## config.mk

```make
export PLATFORM = sky130hd
export DESIGN_NAME = fp_scalar_unbox
export DESIGN_NICKNAME = d
export VERILOG_FILES = /design/src/rtl/fpub_pkg.sv /design/src/rtl/fpub_sew_decode.sv /design/src/rtl/fpub_box_check.sv /design/src/rtl/fpub_lane_rep.sv /design/src/rtl/fp_scalar_unbox.sv
export SDC_FILE = /design/constraint.sdc
export NUM_CORES = 1
export LEC_CHECK = 0
export BUFFER_PORTS_ARGS = -buffer_cell sky130_fd_sc_hd__buf_2
export CORE_ASPECT_RATIO = 2
export CORE_MARGIN = 3
export CORE_UTILIZATION = 43
export DETAILED_ROUTE_END_ITERATION = 8
export GPL_TIMING_DRIVEN = 0
export PLACE_DENSITY_LB_ADDON = 0.25
export SYNTH_ARGS = -nofsm -noshare
export SYNTH_HDL_FRONTEND = slang
export SYNTH_SLANG_ARGS = --single-unit
```

## constraint.sdc

```tcl
create_clock -name clk -period 3.8 [get_ports clk]
set_input_delay 0.38 -clock clk [delete_from_list [all_inputs] [get_ports clk]]
set_output_delay 0.38 -clock clk [all_outputs]
set_load 0.01 [all_outputs]
```

## src/rtl/fpub_pkg.sv

```systemverilog
package fpub_pkg;

  typedef enum logic [1:0] {
    SEW_E8  = 2'b00,
    SEW_E16 = 2'b01,
    SEW_E32 = 2'b10,
    SEW_E64 = 2'b11
  } sew_e;

  localparam int unsigned NUM_FP_W = 3;

  // Exponent field width of the IEEE format with the given total width.
  function automatic int unsigned exp_bits(input int unsigned w);
    case (w)
      16:      return 5;
      32:      return 8;
      default: return 11;
    endcase
  endfunction

  // Quiet NaN with clear sign: exponent all ones and top mantissa bit set.
  function automatic logic [63:0] canon_nan(input int unsigned w);
    int unsigned e;
    int unsigned m;
    e = exp_bits(w);
    m = w - 1 - e;
    return ((64'd1 << (e + 1)) - 64'd1) << (m - 1);
  endfunction

endpackage

```

## src/rtl/fpub_sew_decode.sv

```systemverilog
module fpub_sew_decode
  import fpub_pkg::*;
#(
  parameter int unsigned FLEN = 64
) (
  input  sew_e                      code,
  output logic                      reserved,
  output logic [NUM_FP_W-1:0]       sel
);

  int unsigned width;

  always_comb begin
    width    = 8 << code;
    reserved = (code == SEW_E8) || (width > FLEN);
    for (int k = 0; k < NUM_FP_W; k++) begin
      sel[k] = !reserved && (code == sew_e'(k + 1));
    end
  end

endmodule

```

## src/rtl/fpub_box_check.sv

```systemverilog
module fpub_box_check
  import fpub_pkg::*;
#(
  parameter int unsigned FLEN = 64,
  parameter int unsigned W    = 32
) (
  input  logic [FLEN-1:0] src,
  output logic [FLEN-1:0] elem,
  output logic            fail
);

  localparam logic [63:0] CANON = canon_nan(W);

  generate
    if (W > FLEN) begin : g_too_wide
      assign elem = '0;
      assign fail = 1'b0;
    end else if (W == FLEN) begin : g_full
      assign elem = src;
      assign fail = 1'b0;
    end else begin : g_boxed
      logic boxed;
      assign boxed = &src[FLEN-1:W];
      assign fail  = !boxed;
      assign elem  = boxed ? {{(FLEN-W){1'b0}}, src[W-1:0]}
                           : {{(FLEN-W){1'b0}}, CANON[W-1:0]};
    end
  endgenerate

endmodule

```

## src/rtl/fpub_lane_rep.sv

```systemverilog
module fpub_lane_rep
  import fpub_pkg::*;
#(
  parameter int unsigned FLEN   = 64,
  parameter int unsigned LANE_W = 128
) (
  input  logic [FLEN-1:0]     elem,
  input  logic [NUM_FP_W-1:0] sel,
  output logic [LANE_W-1:0]   lane
);

  localparam int unsigned CHUNK   = 16;
  localparam int unsigned NCHUNK  = LANE_W / CHUNK;

  logic [63:0] e64;
  assign e64 = 64'(elem);

  generate
    for (genvar j = 0; j < NCHUNK; j++) begin : g_chunk
      always_comb begin
        lane[j*CHUNK +: CHUNK] = '0;
        if (sel[0]) lane[j*CHUNK +: CHUNK] = e64[15:0];
        if (sel[1]) lane[j*CHUNK +: CHUNK] = e64[(j % 2) * CHUNK +: CHUNK];
        if (sel[2]) lane[j*CHUNK +: CHUNK] = e64[(j % 4) * CHUNK +: CHUNK];
      end
    end
  endgenerate

endmodule

```

## src/rtl/fp_scalar_unbox.sv

```systemverilog
module fp_scalar_unbox
  import fpub_pkg::*;
#(
  parameter int unsigned FLEN   = 64,
  parameter int unsigned LANE_W = 128
) (
  input  logic              clk,
  input  logic              rst_n,
  input  logic              in_valid,
  output logic              in_ready,
  input  logic [FLEN-1:0]   in_reg,
  input  logic [1:0]        in_sew,
  output logic              out_valid,
  input  logic              out_ready,
  output logic [FLEN-1:0]   out_elem,
  output logic [LANE_W-1:0] out_lane,
  output logic              out_reserved,
  output logic              out_box_fail
);

  logic                rsv_c;
  logic [NUM_FP_W-1:0] sel_c;
  logic [FLEN-1:0]     elem_k [NUM_FP_W];
  logic [NUM_FP_W-1:0] fail_k;
  logic [FLEN-1:0]     elem_c;
  logic                fail_c;
  logic [LANE_W-1:0]   lane_c;
  logic                load;

  fpub_sew_decode #(.FLEN(FLEN)) u_dec (
    .code     (sew_e'(in_sew)),
    .reserved (rsv_c),
    .sel      (sel_c)
  );

  generate
    for (genvar k = 0; k < NUM_FP_W; k++) begin : g_width
      fpub_box_check #(.FLEN(FLEN), .W(16 << k)) u_box (
        .src  (in_reg),
        .elem (elem_k[k]),
        .fail (fail_k[k])
      );
    end
  endgenerate

  always_comb begin
    elem_c = '0;
    fail_c = 1'b0;
    for (int k = 0; k < NUM_FP_W; k++) begin
      if (sel_c[k]) begin
        elem_c = elem_k[k];
        fail_c = fail_k[k];
      end
    end
  end

  fpub_lane_rep #(.FLEN(FLEN), .LANE_W(LANE_W)) u_rep (
    .elem (elem_c),
    .sel  (sel_c),
    .lane (lane_c)
  );

  assign in_ready = !out_valid || out_ready;
  assign load     = in_valid && in_ready;

  always_ff @(posedge clk) begin
    if (!rst_n) begin
      out_valid <= 1'b0;
    end else if (load) begin
      out_valid <= 1'b1;
    end else if (out_ready) begin
      out_valid <= 1'b0;
    end
  end

  always_ff @(posedge clk) begin
    if (load) begin
      out_elem     <= elem_c;
      out_lane     <= lane_c;
      out_reserved <= rsv_c;
      out_box_fail <= fail_c;
    end
  end

endmodule

```

Word-level counts from Yosys, hierarchy flattened
Index checks and enable logic that the tools add are counted.

cells by class
  add/sub/neg operators = 0
  $mul = 0
  divide/modulo/power cells = 0
  magnitude comparators = 1
  eq/ne operators = 3
  shifts and indexed selects = 1
  mux-type cells = 16
  bitwise gates (word level) = 0
  reductions and logical operators = 14

operators by type and width
  operator                                              number
  2-to-1 mux 64 bit                                     3
  2-to-1 mux 16 bit                                     8
  AND reduction 48 bit                                  1
  > comparator 32 x 7 -> 1 bit (second input constant)  1
  2-to-1 mux 32 bit                                     1
  AND reduction 32 bit                                  1
  << shifter 4 x 2 -> 32 bit (first input constant)     1
  equality test 2 bit (second input constant)           2
  logical AND 1 bit                                     4
  logical NOT 1 bit                                     4
  2-to-1 mux 1 bit                                      4
  equality test 2 x 1 -> 1 bit (second input constant)  1
  logical NOT 2 bit                                     1
  logical OR 1 bit                                      2
  nonzero test 2 bit                                    1

word-level totals
  register bits = 195
  latch bits = 0
  RAM bits = 0
  ROM bits = 0
  input bits = 70
  output and inout port bits = 196
  logic and storage cells = 40
  memories = 0

Longest topological paths before layout
Gate-level depths: netlist (run 1).

  depth after elaboration = 11
  mapped depth = 6
  mapped depth without buffers = 4

By module
A second synthesis (run 1) with hierarchy kept.

unflattened totals
  cells, all modules = 1,032
  area, all modules = 10,995.5 um^2

by module, submodules not included
  module                              instances  cells each  area each (um^2)  sequential area each (um^2)
  fp_scalar_unbox                     1          494         7,623.6           5,845.6
  fpub_lane_rep                       1          266         1,564.0           0.0
  fpub_box_check at g_width[1].u_box  1          105         650.6             0.0
  fpub_box_check at g_width[0].u_box  1          97          639.4             0.0
  fpub_box_check at g_width[2].u_box  1          66          491.7             0.0
  fpub_sew_decode                     1          4           26.3              0.0

Worst setup path before layout (run 1)
OpenSTA, ideal clock, no wires.

  path kind = input port to flip-flop
  from = input port out_ready
  to = register out_box_fail (enable)
  library setup time = 0.505 ns
  data arrival time = 3.579 ns
  required time = 3.295 ns
  slack = -0.284 ns
  stages = 2
  path buffers = 0
  cell sequence = nand2b_1 and2_1

between the ends
  cells in the longest elaborated chain, start to end = 2

RTL lines
  element                 RTL line               source
  start: declaration      fp_scalar_unbox.sv:14  input logic out_ready,
  logical OR 1 bit        fp_scalar_unbox.sv:63  assign in_ready = !out_valid || out_ready;
  logical AND 1 bit       fp_scalar_unbox.sv:64  assign load = in_valid && in_ready;
  via load                fp_scalar_unbox.sv:28  logic load;
  end signal: assignment  fp_scalar_unbox.sv:81  out_box_fail <= fail_c;
  end: declaration        fp_scalar_unbox.sv:18  output logic out_box_fail

The timed path passes the listed nets, and every way through them passes these cells.
A chain may end at the register's enable or synchronous reset.

Final worst setup path (run 1)
  from = input port in_reg[57]
  to = register out_lane[78] (data pin)

between the ends
  cells in the longest elaborated chain, start to end = 8
  elaborated cells on any way between the ends = 10
  classes of those cells = mux: 8; reduce/logical: 2

RTL lines
  element                           RTL line               source
  start: declaration                fp_scalar_unbox.sv:11  input logic [FLEN-1:0] in_reg,
  AND reduction 48 bit              fpub_box_check.sv:23   assign boxed = &src[FLEN-1:W];
  2-to-1 mux 16 bit                 fpub_box_check.sv:25   assign elem = boxed ? {{(FLEN-W){1'b0}}, src[W-1:0]}
  2-to-1 mux 64 bit                 fp_scalar_unbox.sv:50  if (sel_c[k]) begin
  2-to-1 mux 64 bit * (2 in a row)  fp_scalar_unbox.sv:50
  2-to-1 mux 16 bit (2 in a row)    -
  2-to-1 mux 16 bit *               -
  via lane_c[14]                    fp_scalar_unbox.sv:27  logic [LANE_W-1:0] lane_c;
  end signal: assignment            fp_scalar_unbox.sv:79  out_lane <= lane_c;
  end: declaration                  fp_scalar_unbox.sv:16  output logic [LANE_W-1:0] out_lane,

The timed path passes the listed nets; every way through them passes the cells marked *.

==> flow_metrics.env, run 1 <==
export IMPL_placedInstanceArea_mm2=0.00765
export IMPL_drc_errors=0
export IMPL_cts_hold_fix_buffers=0
export IMPL_pin_count=266
export IMPL_yosysUniqueCellTypes=37
export IMPL_dp_slack_ns=1.35
export IMPL_syn_area_mm2=0.00606
export IMPL_cts_buffers_inserted=17
export IMPL_rows=60
export IMPL_hold_viol=0
export IMPL_worstMarginPinSlew_ns=1.05
export IMPL_ys_ff_latch=131
export IMPL_r2r_start="out_valid"
export IMPL_vdd_ir_drop_max_mv=0.352
export IMPL_power_density_mw_per_mm2=484
export IMPL_wl_mm=18.5
export IMPL_io_buffer_count=265
export IMPL_final_min_clock_period_ns=2.01
export IMPL_synth_area_per_cell_um2=13.3
export IMPL_worst_path_buf_inv=2
export IMPL_post_cts_setup_buffers=0
export IMPL_die_w_um=90.0
export IMPL_reg2reg_depth=3
export IMPL_finalInstanceArea_mm2=0.00828
export IMPL_cp_arrival_ns=2.17
export IMPL_dp_final_hpwl_mm=14.3
export IMPL_final_nets=812
export IMPL_antenna_found_initial=0
export IMPL_viasPerCell=5.08
export IMPL_r2r_setup_slack_ns=1.93
export IMPL_max_slew_margin=0.295
export IMPL_cts_tree="done"
export IMPL_fin_crit_sh=0.530
export IMPL_setup_viol=0
export IMPL_power_leakage_nw=3.99
export IMPL_grt_ovfl_total=0
export IMPL_required_ns=3.95
export IMPL_max_cap_viol_count=0
export IMPL_crit_top_cell="buf_2"
export IMPL_drive_gt1_frac=0.522
export IMPL_grt_first_pass_wirelength_mm=27.5
export IMPL_cp_slowest_cell="nor4_4"
export IMPL_clk_latency_ns=0.40
export IMPL_slowest_delay_ns=0.52
export IMPL_synthCells=457
export IMPL_area_delta_synth_final_pct=36.6
export IMPL_startpoint_type="primary input"
export IMPL_grt_pass1_vias=4779
export IMPL_dr_pass1_iters=4
export IMPL_yosysSeqAreaShare=0.647
export IMPL_antenna_left=0
export IMPL_grt_total_usage=0.231
export IMPL_placed_cells=909
export IMPL_r2r_end="out_lane[97]"
export IMPL_fin_tns_setup_ns=0
export IMPL_crit_path_end="out_lane[78]"
export IMPL_ctsHtreeMaxLevel=4
export IMPL_clock_sinks=131
export IMPL_synth_fp_nets=527
export IMPL_synth_edf_count=130
export IMPL_cts_root_buf="clkbuf_16"
export IMPL_worstSetupStartpoint="in_reg[57]"
export IMPL_hold_path_class="in -> reg"
export IMPL_yosys_top_cells_area="edfxtp_1, buf_4, a21o_1"
export IMPL_fmax_mhz=497
export IMPL_routed_via_count=4778
export IMPL_drt_iter0_drc=237
export IMPL_skew_ns=0.00979
export IMPL_initial_core_util=0.444
export IMPL_finalNonFillerCells=941
export IMPL_async_flop_share=0
export IMPL_post_cts_resize_count=0
export IMPL_synth_flop_cell="edfxtp_1"
export IMPL_rsz0062_at_grt="no"
export IMPL_critical_path_peak_fanout=10
export IMPL_yosys_warnings=0
export IMPL_status="finished, final reports clean"
export IMPL_cts_max_path_buffers=2
export IMPL_crit_chain="buf_2 -> nand4_1 -> nor4_4 -> a31oi_1 -> buf_2 -> a21o_1"
export IMPL_crit_family="simple AND/OR/NAND/NOR gates"
export IMPL_grt_max_degree=72
export IMPL_power_total_mw=4.01
export IMPL_slew_violations=0
export IMPL_gp_congestion=0.832
export IMPL_postLayoutCoreUtil=0.606
export IMPL_cp_end_kind="flop"
export IMPL_worstSetupPathType="in -> reg"
export IMPL_path_depth=6
export IMPL_yosys_area_top_type="edfxtp_1"
export IMPL_synth_top_area_frac=0.644
export IMPL_core_mm2=0.0137
export IMPL_die_area_mm2=0.0156
export IMPL_layout_setup_ws_ns=1.79
export IMPL_hold_ws_ns=0.228
export IMPL_fp_dieH_um=174
export IMPL_wl_per_cell_um=19.6
export IMPL_path_clk_slew_ns=0.06
export IMPL_n_antenna_cell=0
==> state kept, by name, indices dropped and copies added (netlist names) <==
name	cells
out_box_fail	1
out_elem	64
out_reserved	1
out_lane	64
out_valid	1
==> synth_stat cells (11+ instances only) <==
master,instances
a21o_1,29
a21oi_1,14
a31o_2,11
and3_1,25
buf_4,67
clkbuf_1,17
edfxtp_1,130
inv_1,29
nand4_1,14
nor2_1,17
==> power breakdown <==
group	leakage [nW]	internal (mW)	switching (mW)	total [mW]
registers	1.29	1.71	0.0383	1.74
clock network	0.302	1.11	0.636	1.75
logic	2.39	0.228	0.293	0.521
total	3.99	3.04	0.968	4.01
==> how the worst min path moves through the flow <==
stage               from        end  cells past startpoint
2_1_floorplan   in_valid  out_valid                      2
5_1_grt            rst_n  out_valid                      2
3_5_place_dp   out_valid  out_valid                      2
4_1_cts            rst_n  out_valid                      2
6_report           rst_n  out_valid                      2
3_3_place_gp   out_valid  out_valid                      2
==> worst reg2reg max path: cells and delay by family, from the launching register on <==
kind / cells / cell delay (ns)
and+or+nand+nor: 2 / 0.77
DFF: 1 / 0.31
buffers and inverters: 1 / 0.38
==> cell families after synthesis <==
logic type | count (synthesis) | share of synthesized area
DFF | 131 | 0.647
buffers and inverters | 124 | 0.123
AOI/OAI and AO/OA | 117 | 0.143
and+or+nand+nor | 85 | 0.0873
==> metal layers <==
| layer | global-route usage | wire [um] |
|---|---|---|
| met1 | 0.225 | 6120 |
| met5 | 0 | 0 |
| met3 | 0.0411 | 846 |
| met2 | 0.476 | 11100 |
| met4 | 0.0710 | 338 |
==> cell type report <==
class	count	area [um^2]
tap	186	233
clock buffer	18	429
buffer	95	634
multi-input combinational	202	1400
clock inverter	14	201
timing repair buffer	266	1350
inverter	29	109
fill	1142	5380
sequential	131	3920
==> layout by cell type (no fill, tap or decap), types with 11 or more instances in the layout <==
| master | instances |
|---|---|
| a21o_1 | 29 |
| a21oi_1 | 14 |
| a31o_2 | 11 |
| and3_1 | 25 |
| buf_2 | 274 |
| buf_4 | 67 |
| clkbuf_1 | 18 |
| clkbuf_16 | 17 |
| edfxtp_1 | 130 |
| inv_1 | 29 |
| nand4_1 | 14 |
| nor2_1 | 17 |
No activity file was read; power rests on OpenSTA's default activity.
==> run 2, diff against run 1 <==
CORE_UTILIZATION = 48   (was 43)
clock period = 1.94 ns   (was 3.8 ns; I/O delays follow)
==> run 2 against run 1 <==
  * Die area decreased by 9.9%
  * Critical path type unchanged
  * Highest routed layer unchanged
  * Flip-flop and latch count unchanged
  * Setup slack worse by 1.6 ns
==> flow_metrics.env, run 2 (synthesis results as in run 1) <==
export IMPL_status="finished, final reports clean"
export IMPL_wl_per_cell_um=19.9
export IMPL_routed_via_count=4862
export IMPL_drive_gt1_frac=0.522
export IMPL_cts_max_path_buffers=2
export IMPL_vdd_ir_drop_max_mv=1.07
export IMPL_startpoint_type="primary input"
export IMPL_rsz0062_at_grt="no"
export IMPL_reg_top3="out_elem (64), out_lane (64)"
export IMPL_drc_errors=0
export IMPL_fmax_mhz=571
export IMPL_min_from="rst_n"
export IMPL_antenna_found_initial=0
export IMPL_n_antenna_cell=0
export IMPL_die_w_um=85.5
export IMPL_grt_total_usage=0.248
export IMPL_grt_pass1_vias=4820
export IMPL_wl_mm=18.0
export IMPL_final_nets=813
export IMPL_area_delta_synth_final_pct=34.9
export IMPL_power_leakage_nw=3.97
export IMPL_skew_ns=0.00817
export IMPL_worstSetupPathType="in -> reg"
export IMPL_cts_buffers_inserted=17
export IMPL_hold_viol=0
export IMPL_cp_end_kind="flop"
export IMPL_die_area_mm2=0.0141
export IMPL_cp_slowest_cell="a31oi_1"
export IMPL_io_buffer_count=265
export IMPL_worstSetupStartpoint="in_sew[1]"
export IMPL_setup_viol=0
export IMPL_gp_congestion=0.840
export IMPL_core_mm2=0.0123
export IMPL_r2r_start="out_valid"
export IMPL_post_cts_resize_count=0
export IMPL_initial_core_util=0.494
export IMPL_ctsHtreeMaxLevel=4
export IMPL_drt_iter0_drc=316
export IMPL_fin_crit_sh=0.903
export IMPL_max_slew_margin=0.358
export IMPL_fp_dieH_um=165
export IMPL_pin_count=266
export IMPL_viasPerCell=5.38
export IMPL_required_ns=2.07
export IMPL_path_clk_slew_ns=0.06
export IMPL_final_common_cell="buf_2"
export IMPL_grt_first_pass_wirelength_mm=26.1
export IMPL_crit_chain="buf_2 -> and2_1 -> clkbuf_1 -> a31oi_1 -> clkbuf_1 -> o22ai_1"
export IMPL_rows=57
export IMPL_worst_path_buf_inv=3
export IMPL_slew_violations=0
export IMPL_cp_arrival_ns=1.88
export IMPL_grt_max_degree=76
export IMPL_cts_hold_fix_buffers=0
export IMPL_final_cell_mix="buf_2, edfxtp_1, buf_4"
export IMPL_slowest_delay_ns=0.53
export IMPL_power_density_mw_per_mm2=919
export IMPL_dp_final_hpwl_mm=13.8
export IMPL_worstMarginPinSlew_ns=0.959
export IMPL_dr_pass1_iters=6
export IMPL_clock_sinks=131
export IMPL_fillerInstances=947
export IMPL_hold_path_class="in -> reg"
export IMPL_cts_root_buf="clkbuf_16"
export IMPL_hold_ws_ns=0.0398
export IMPL_crit_top_cell="clkbuf_1"
export IMPL_final_min_clock_period_ns=1.75
export IMPL_critical_path_peak_fanout=10
export IMPL_grt_ovfl_total=0
export IMPL_clk_latency_ns=0.40
export IMPL_cts_tree="done"
export IMPL_post_cts_setup_buffers=0
export IMPL_antenna_left=0
export IMPL_crit_family="buffers and inverters"
export IMPL_max_cap_viol_count=0
export IMPL_power_total_mw=7.52
[run 2: cell count changes in the layout (fill, tap and decap cells not counted), sizes merged]
| cell | delta |
|---|---|
| clkbuf | -1 |
| bufinv | -3 |
| and2 | +1 |
| inv | +4 |
[run 2: path summary, 6_finish.rpt]
kind	cells past startpoint	slack, ns	to
hold reg to reg	2	0.63	out_valid
hold / removal	2	0.04	out_valid
setup reg to reg	3	0.26	out_elem[47]
setup / recovery	6	0.19	out_lane[80]
[run 2: layout make-up]
type | instances | area, um^2 | area share
Inverter | 29 | 109 | 0.0133
Timing Repair Buffer | 266 | 1350 | 0.165
Clock inverter | 15 | 145 | 0.0177
Tap cell | 147 | 184 | 0.0225
Buffer | 95 | 634 | 0.0775
Clock buffer | 17 | 425 | 0.0520
Multi-Input combinational cell | 203 | 1410 | 0.172
Sequential cell | 131 | 3920 | 0.480
[run 2: per-layer routing]
layer | track usage | wire [um]
met2 | 0.473 | 10300
met1 | 0.247 | 5860
met5 | 0 | 0
met3 | 0.0564 | 1220
met4 | 0.113 | 606
[run 2: report_power, final]
group / internal [mW] / switching, mW / leakage (nW)
clock network: 1.80 / 1.28 / 0.278
logic: 0.448 / 0.574 / 2.40
registers: 3.34 / 0.0741 / 1.29
[run 2: stage by stage]
step	util	setup TNS [ns]	cells	worst slack (ns)	area (um^2)
floorplan	-	0	457	0.0586	6060
global placement	0.618	-20.51	869	-0.214	7570
detailed placement	0.620	-8.38	870	-0.227	7600
CTS	0.666	0	902	0.0757	8170
global route	0.667	0	903	0.0975	8180
finish	0.667	0	903	0.187	8180
==> run 3, diff against run 2 <==
CORE_UTILIZATION = 40   (was 48)
==> run 3 against run 2 <==
  * Die area is 19% higher
  * Wire length grew 4.7%
  * Cell area rose by 1.6%
  * Non-clock buffer count did not move
  * Via count down 0.64%
  * Setup slack improved by 0.0062 ns
  * Fmax grew 0.36%
  * Highest routed layer is now met5
  * Clock skew decreased by 0.0033 ns
==> flow_metrics.env, run 3 (synthesis results as in run 1) <==
export IMPL_cts_buffers_inserted=17
export IMPL_wl_mm=18.8
export IMPL_rsz0062_at_grt="no"
export IMPL_fmax_mhz=573
export IMPL_drc_errors=0
export IMPL_rows=63
export IMPL_finalNonFillerCells=952
export IMPL_post_cts_setup_buffers=0
export IMPL_slew_violations=0
export IMPL_status="finished, final reports clean"
export IMPL_power_leakage_nw=4.00
export IMPL_cts_root_buf="clkbuf_16"
export IMPL_antenna_left=0
export IMPL_drt_iter0_drc=394
export IMPL_pin_count=266
export IMPL_gp_congestion=0.853
export IMPL_startpoint_type="flop"
export IMPL_clk_latency_ns=0.42
export IMPL_final_cell_mix="buf_2, edfxtp_1, buf_4"
export IMPL_final_common_cell="buf_2"
export IMPL_antenna_found_initial=1
export IMPL_placed_cells=918
export IMPL_wl_per_cell_um=19.8
export IMPL_final_nets=813
export IMPL_critical_path_peak_fanout=69
export IMPL_die_area_mm2=0.0168
export IMPL_power_total_mw=7.92
export IMPL_ctsHtreeMaxLevel=4
export IMPL_dr_pass1_iters=4
export IMPL_skew_ns=0.00489
export IMPL_r2r_setup_slack_ns=0.19
export IMPL_finalInstanceArea_mm2=0.00831
export IMPL_max_slew_margin=0.420
export IMPL_cts_hold_fix_buffers=0
export IMPL_drive_gt1_frac=0.522
export IMPL_layout_setup_ws_ns=0.194
export IMPL_vdd_ir_drop_max_mv=0.783
export IMPL_postLayoutCoreUtil=0.561
export IMPL_area_delta_synth_final_pct=37.1
export IMPL_cp_arrival_ns=1.83
export IMPL_io_buffer_count=265
export IMPL_cts_max_path_buffers=2
export IMPL_path_clk_slew_ns=0.06
export IMPL_dp_final_hpwl_mm=14.4
export IMPL_die_w_um=93.1
export IMPL_worstMarginPinSlew_ns=0.867
export IMPL_reg_top3="out_elem (64), out_lane (64)"
export IMPL_grt_pass1_vias=4921
export IMPL_hold_path_class="in -> reg"
export IMPL_grt_first_pass_wirelength_mm=27.4
export IMPL_fp_dieH_um=180
export IMPL_grt_ovfl_total=0
export IMPL_placedInstanceArea_mm2=0.00766
export IMPL_cts_tree="done"
export IMPL_power_density_mw_per_mm2=953
export IMPL_setup_viol=0
export IMPL_final_min_clock_period_ns=1.75
export IMPL_required_ns=2.03
export IMPL_clock_sinks=131
export IMPL_routed_via_count=4831
export IMPL_worstSetupPathType="reg -> reg"
export IMPL_viasPerCell=5.07
export IMPL_grt_total_usage=0.220
export IMPL_initial_core_util=0.409
export IMPL_post_cts_resize_count=0
export IMPL_max_cap_viol_count=0
export IMPL_core_mm2=0.0148
export IMPL_hold_viol=0
export IMPL_grt_max_degree=70
export IMPL_fin_crit_sh=0.900
export IMPL_cp_end_kind="flop"
export IMPL_dp_slack_ns=-0.220
==> run 3: cell count changes in the layout (fill, tap and decap cells not counted), sizes merged <==
cell | previous run | this run
bufinv | 1 | 5
clkinv | 4 | 6
diode | 0 | 1
inv | 37 | 31
==> run 3: final cells by class <==
cell class | count | area (um^2)
diodes | 1 | 2.50
clock inverters | 15 | 211
fillers | 1305 | 6510
clock buffers | 17 | 425
plain buffers | 95 | 634
inverters | 29 | 109
repair buffers | 266 | 1350
flip-flops and latches | 131 | 3920
well taps | 195 | 244
multi-input cells | 203 | 1410
==> run 3: stage by stage <==
step	TNS [ns]	hold slack, ns
after CTS	0	0.00419
after global placement	-24.06	0.451
after detailed placement	-8.24	0.456
final	0	0.0208
after floorplan	0	0.333
after global routing	0	0.0310
==> run 3: path summary, 6_finish.rpt <==
path | from | to | cells past startpoint
worst max-delay path | out_valid | out_elem[49] | 3
worst min-delay path | rst_n | out_valid | 2
worst max register to register | out_valid | out_elem[49] | 3
worst min register to register | out_valid | out_valid | 2
==> run 3: report_power, final <==
group	total (mW)	internal, mW	switching, mW
Sequential	3.42	3.34	0.0769
Combinational	1.02	0.447	0.578
Clock	3.48	2.27	1.21
Total	7.92	6.06	1.87
==> run 3: critical path, stage by stage (launching register included) <==
cell      delay [ns]
dfxtp_1         0.31
nand2b_1        0.19
and2_4          0.51
buf_16          0.35
==> run 3: layer usage <==
| layer | wire length [um] | vias to the layer above | GRT usage |
|---|---|---|---|
| met5 | 8 | - | 0 |
| met4 | 764 | 2 | 0.119 |
| met3 | 1050 | 52 | 0.0460 |
| met2 | 11000 | 226 | 0.430 |
| met1 | 6060 | 2320 | 0.203 |
| li1 | - | 2231 | - |
